$ cat src/rtl/mcs_pkg.sv
// Shared constants for the microprogrammed sequencer: field widths,
// control-bit positions and the opcodes covered by the built-in microprogram.
package mcs_pkg;
    localparam int OP_W   = 8;
    localparam int UPC_W  = 3;
    localparam int CW_W   = 32;
    localparam int CS_AW  = OP_W + 1 + UPC_W;

    localparam int CB_IR_CLR  = 0;
    localparam int CB_MEM_RD  = 1;
    localparam int CB_MEM_WR  = 2;
    localparam int CB_IO_RD   = 3;
    localparam int CB_IO_WR   = 4;
    localparam int CB_ADDR_OE = 5;
    localparam int CB_AR_LD   = 6;
    localparam int CB_IP_OE   = 7;
    localparam int CB_IP_INC  = 8;
    localparam int CB_IP_LD   = 9;
    localparam int CB_DR_LD   = 10;
    localparam int CB_DR_OE   = 11;
    localparam int CB_IR_LD   = 12;
    localparam int CB_COND_EN = 27;
    localparam int CB_SPARE   = 29;
    localparam int CB_LAST    = 31;

    localparam logic [OP_W-1:0] OPC_FETCH = 8'h00;
    localparam logic [OP_W-1:0] OPC_JNZ   = 8'h28;

    typedef logic [CW_W-1:0] cword_t;
endpackage

$ cat src/rtl/mcs_rst_sync.sv
// Reset synchronizer: a chain of STAGES flops carrying the active-low reset.
// Assumes rst_n is held long enough to be seen by the chain.
module mcs_rst_sync #(
    parameter int STAGES = 1
) (
    input  logic clk,
    input  logic rst_n,
    output logic rst_sync_n
);
    logic [STAGES-1:0] chain;

    generate
        if (STAGES == 1) begin : g_one
            // Single stage: sample the raw reset once.
            always_ff @(posedge clk) chain <= rst_n;
        end else begin : g_many
            // Multi stage: shift the raw reset through the chain.
            always_ff @(posedge clk) chain <= {chain[STAGES-2:0], rst_n};
        end
    endgenerate

    assign rst_sync_n = chain[STAGES-1];
endmodule

$ cat src/rtl/mcs_upc.sv
// Micro-step counter: counts one per cycle and reloads 0 on an end word.
// Assumes no routine needs more than 2**UPC_W words.
module mcs_upc
    import mcs_pkg::*;
(
    input  logic             clk,
    input  logic             rst_n,
    input  logic             last_i,
    output logic [UPC_W-1:0] step_o
);
    // Advance the step, or restart on reset or end of routine.
    always_ff @(posedge clk) begin
        if (!rst_n)      step_o <= '0;
        else if (last_i) step_o <= '0;
        else             step_o <= step_o + UPC_W'(1);
    end
endmodule

$ cat src/rtl/mcs_store.sv
// Control store: forms the address from opcode, gated flag and step, and
// returns the microword. The conditional enable is read from the word with
// the condition bit at 0, so the address has no combinational loop.
// Unprogrammed addresses return a word holding only the end bit.
module mcs_store
    import mcs_pkg::*;
(
    input  logic [OP_W-1:0]  op_i,
    input  logic             zf_i,
    input  logic [UPC_W-1:0] step_i,
    output logic [CS_AW-1:0] addr_o,
    output cword_t           word_o
);
    function automatic cword_t cb(input int n);
        cword_t r;
        r    = '0;
        r[n] = 1'b1;
        return r;
    endfunction

    function automatic cword_t mc_word(input logic [OP_W-1:0] op,
                                       input logic cond,
                                       input logic [UPC_W-1:0] step);
        cword_t w;
        w = cb(CB_LAST);
        if (op == OPC_FETCH && !cond) begin
            case (step)
                UPC_W'(0): w = cb(CB_IP_OE) | cb(CB_AR_LD) | cb(CB_ADDR_OE) | cb(CB_MEM_RD);
                UPC_W'(1): w = cb(CB_DR_LD) | cb(CB_ADDR_OE) | cb(CB_MEM_RD) | cb(CB_IP_INC);
                UPC_W'(2): w = cb(CB_DR_OE) | cb(CB_IR_LD) | cb(CB_LAST);
                default:   w = cb(CB_LAST);
            endcase
        end else if (op == OPC_JNZ && !cond) begin
            case (step)
                UPC_W'(0): w = cb(CB_COND_EN) | cb(CB_IP_OE) | cb(CB_AR_LD)
                             | cb(CB_ADDR_OE) | cb(CB_MEM_RD);
                UPC_W'(1): w = cb(CB_COND_EN) | cb(CB_DR_LD) | cb(CB_ADDR_OE) | cb(CB_MEM_RD);
                UPC_W'(2): w = cb(CB_COND_EN) | cb(CB_DR_OE) | cb(CB_IP_LD)
                             | cb(CB_IR_CLR) | cb(CB_LAST);
                default:   w = cb(CB_LAST);
            endcase
        end else if (op == OPC_JNZ && cond) begin
            if (step == UPC_W'(0))
                w = cb(CB_COND_EN) | cb(CB_IP_INC) | cb(CB_IR_CLR) | cb(CB_LAST);
        end
        return w;
    endfunction

    cword_t word_plain;
    cword_t word_cond;
    logic   sel;

    // Look up both halves and pick one by the gated flag.
    always_comb begin
        word_plain = mc_word(op_i, 1'b0, step_i);
        word_cond  = mc_word(op_i, 1'b1, step_i);
        sel        = word_plain[CB_COND_EN] & zf_i;
        addr_o     = {op_i, sel, step_i};
        word_o     = sel ? word_cond : word_plain;
    end
endmodule

$ cat src/rtl/mcs_pipe.sv
// Output pipeline register: holds the microword for one cycle so that every
// control bit reaches the datapath on the same edge.
module mcs_pipe
    import mcs_pkg::*;
(
    input  logic   clk,
    input  logic   rst_n,
    input  cword_t d_i,
    output cword_t q_o
);
    // Capture the store output, cleared in reset.
    always_ff @(posedge clk) begin
        if (!rst_n) q_o <= '0;
        else        q_o <= d_i;
    end
endmodule

$ cat src/rtl/mcode_seq.sv
// Top of the microprogrammed control sequencer: reset synchronizer,
// micro-step counter, control store and output register. Assumes a single
// clock; the counter moves on one edge and its word is registered on the next.
module mcode_seq
    import mcs_pkg::*;
#(
    parameter int SYNC_STAGES = 1
) (
    input  logic            clk,
    input  logic            rst_n,
    input  logic [OP_W-1:0] ir_code,
    input  logic            zero_flag,
    output logic [CW_W-1:0] ctrl_bits,
    output logic            mem_rd,
    output logic            mem_wr,
    output logic            io_rd,
    output logic            io_wr
);
    logic             rst_int_n;
    logic [UPC_W-1:0] upc;
    logic [CS_AW-1:0] cs_addr;
    cword_t           cs_word;
    cword_t           ctrl_q;

    mcs_rst_sync #(.STAGES(SYNC_STAGES)) u_sync (
        .clk(clk), .rst_n(rst_n), .rst_sync_n(rst_int_n));

    mcs_upc u_upc (
        .clk(clk), .rst_n(rst_int_n), .last_i(cs_word[CB_LAST]), .step_o(upc));

    mcs_store u_store (
        .op_i(ir_code), .zf_i(zero_flag), .step_i(upc),
        .addr_o(cs_addr), .word_o(cs_word));

    mcs_pipe u_pipe (
        .clk(clk), .rst_n(rst_int_n), .d_i(cs_word), .q_o(ctrl_q));

    assign ctrl_bits = ctrl_q;
    assign mem_rd    = ctrl_q[CB_MEM_RD];
    assign mem_wr    = ctrl_q[CB_MEM_WR];
    assign io_rd     = ctrl_q[CB_IO_RD];
    assign io_wr     = ctrl_q[CB_IO_WR];
endmodule

$ cat config.mk
export PLATFORM = sky130hd
export DESIGN_NAME = mcode_seq
export DESIGN_NICKNAME = d
export VERILOG_FILES = /design/src/rtl/mcs_pkg.sv /design/src/rtl/mcs_rst_sync.sv /design/src/rtl/mcs_upc.sv /design/src/rtl/mcs_store.sv /design/src/rtl/mcs_pipe.sv /design/src/rtl/mcode_seq.sv
export SDC_FILE = /design/constraint.sdc
export NUM_CORES = 1
export LEC_CHECK = 0
export ABC_AREA = 1
export BUFFER_PORTS_ARGS = -buffer_cell sky130_fd_sc_hd__buf_2
export CORE_MARGIN = 2
export CORE_UTILIZATION = 30
export CTS_CLUSTER_DIAMETER = 150
export CTS_CLUSTER_SIZE = 25
export DETAILED_ROUTE_END_ITERATION = 7
export PLACE_DENSITY_LB_ADDON = 0.05
export SLEW_MARGIN = 20
export SYNTH_ARGS = -nofsm -noshare
export SYNTH_HDL_FRONTEND = slang
export SYNTH_SLANG_ARGS = --single-unit
$ cat constraint.sdc
create_clock -name clk -period 2.1 [get_ports clk]
set_input_delay 0.42 -clock clk [delete_from_list [all_inputs] [get_ports clk]]
set_output_delay 0.42 -clock clk [all_outputs]
set_load 0.02 [all_outputs]
==> impl_results.md <==
- Post-CTS Hold Fix Bufs: 0
- GR Util met2: 0.126
- GR peak layer: met2
- Met1 usage: 0.103
- HP Class: in -> reg
- Leak Pwr: 0.514 nW
- Critical path class: reg -> reg
- Fin Setup TNS: 0 ns
- Skew final: 0.000479 ns
- Mux contribution to synthesized area: 0
- CTS Buffer Depth: 2
- Tot GR Track Use: 0.0860
- Via density: 3.60
- Status: complete, no violations
- HP Start: rst_n
- Largest net degree at the start of global routing: 9
- Hold Fails Final Rpt: 0
- Nets: between 100 and 150
- RePlAce Congestion: 0.729
- Cts repair resizes: 0
- RSZ-0062 raised after global routing: false
- Placed Cells: 150
- DIE WIDTH: 56.9 um
- Design Area, Final: a little over 900 sq um
- FF+latch count, synth: 14
- Total design power: roughly 520 uW
- CTS clk-pin slew, worst paths: about 0.08 ns
- Post-CTS Setup Bufs: 0
- CTS Root Buffer Type: clkbuf_4
- Antenna Cells: 0
- Pwr Density: between 500 and 600 nW/um^2
- Cell Rows: 19
- DR pass1 iterations: 3
- Post-synth cell types: 18
- CP startpoint kind: flip-flop
- TritonCTS Buffers: 3
- Clk_lat worst skew: 0.27 ns
- Drt first-iter violations: 5
- CTS tree: built
- Die area: about 3200 sq um
- Synth Cell Area: between 800 and 900 sq um
- Worst EP required: ~2.3 ns
- Synth Area in Compound Gates: 0.0179
- Endpoints failing setup: 0
- Clk sink count: 14
- Synth Area in XOR/XNOR: 0.0104
- Sequential fraction of the synthesis area: 0.333
- R2R setup slack: around 0.8 ns
- Filler instances: between 300 and 400
- Met3 usage: 0.0454
- Layout cells sized above 1: 0.358
- Worst VDD drop: around 0.32 mV
- Footprint of the multi-input gates: 392 sq um
- Fin crit share: 0.608
- Hold worst-path end: u_sync.rst_sync_n
- Die height: about 57 um
- DP Wirelength: 1050 um
- Initial antenna violation count: 0
- Largest family of logic cells by synthesized area: buffers and inverters
- Crit path DAT: between 1 and 1.5 ns
- Cell count after synthesis: 100
- First-pass GRT wire length: between 2000 and 2500 um
- I/O pin total: 47
- Synth Area in Simple Gates: 0.275
- Reg2reg start: u_upc.step_o[0]
- R2r endpoint: u_upc.step_o[2]
- Adder-Cell Fraction of Synth Area: 0.0595
- Max FO, Critical Path: 4
- Reg2reg path depth: 7
- Antenna viol nets, final: 0
- Total number of vias: 554
- DRC: 0
- Core area: approximately 2700 sq um
- Synth Area per Inst: around 8.4 sq um
- Final critical-path required period: around 1.3 ns
- Sequential cell area: between 200 and 300 sq um
- Yosys warns: 0
- Vias in the first global route: ~510
- Crit. End Element: flip-flop
- Starting Density: 0.310
- Peak Freq: between 700 and 800 MHz
- WL per Instance: between 7 and 8 um
- Port bufs: 23
- Global route total overflow: 0
- Fin cells: ~150
- Synth-to-Final Area Change: 9.23%
- Cell Area, Placed: 882 sq um
- Max-Cap Viols: 0
- H-tree depth: 1
- Final WL: 1200 um
- Slew Viols, Final: 0
- Worst hold slack: roughly 0.24 ns
- Hold path cells: 1
[through the flow]
stage / util / setup WS (ns)
floorplan: - / 0.963
global placement: 0.325 / 0.799
detailed placement: 0.325 / 0.784
CTS: 0.339 / 0.806
global route: 0.339 / 0.680
finish: 0.339 / 0.823
[layout by cell type, fill, tap and decap left out]
master	instances
nand4_1	2
nor2_4	4
nor2_2	1
a21oi_1	3
nand3_2	4
clkbuf_4	3
conb_1	23
nor4_1	1
dfxtp_1	14
inv_2	1
nand3_1	3
clkbuf_8	1
xnor2_1	1
nand2_1	5
buf_2	23
nor2_1	9
nand2_4	2
inv_1	14
ha_1	4
nand2_2	5
[routing by layer]
metal | vias up | share of wire
met5 | - | 0
met4 | 0 | 0.017
met1 | 225 | 0.42
li1 | 301 | -
met3 | 2 | 0.11
met2 | 26 | 0.45
[kinds of logic (layout without fill, tap and decap cells)]
kind of cell | after synthesis | after routing
other | 1 | 23
adder cells (fa/ha/maj) | 4 | 4
flip-flops | 14 | 14
XOR/XNOR | 1 | 1
buffers and inverters | 41 | 42
AND/OR/NAND/NOR | 36 | 36
AO/OA/AOI/OAI | 3 | 3
[worst max-delay path by stage]
stage / endpoint / startpoint / depth (start not counted)
after CTS: u_upc.step_o[2] / u_upc.step_o[0] / 7
final: u_upc.step_o[2] / u_upc.step_o[0] / 7
after floorplan: u_upc.step_o[0] / u_upc.step_o[0] / 7
after global routing: u_pipe.q_o[11] / u_upc.step_o[0] / 7
after global placement: u_upc.step_o[2] / ir_code[2] / 7
after detailed placement: u_pipe.q_o[5] / ir_code[2] / 7
[report_power, final]
part	total (mW)	internal (mW)	switching, mW
clock	0.186	0.105	0.0809
sequential	0.270	0.268	0.00260
combinational	0.0667	0.0130	0.0537
[synth_stat cells (all sizes together)]
master	instances	share of area
a21oi	3	0.018
buf	26	0.23
conb	1	0.0045
dfxtp	14	0.33
ha	4	0.060
inv	15	0.067
nand2	12	0.086
nand3	7	0.065
nand4	2	0.015
nor2	14	0.10
nor4	1	0.0074
xnor2	1	0.010
[layout make-up]
type                    count  area share
well taps                  31      0.0422
flip-flops and latches     14       0.305
repair buffers             23       0.125
clock buffers               4      0.0395
inverters                  15      0.0613
multi-input cells          67       0.426
[sequential cells by signal, summed over array words and instances (netlist names)]
signal	cells
u_pipe.q_o	10
u_sync.rst_sync_n	1
u_upc.step_o	3
[critical path, cell delays in order, from the launching register on]
cell	delay, ns
dfxtp_1	0.40
inv_1	0.08
ha_1	0.23
nand2_4	0.09
nand3_2	0.09
nand3_2	0.11
nand3_2	0.11
nor2_1	0.10
No activity file was read; power rests on OpenSTA's default activity.
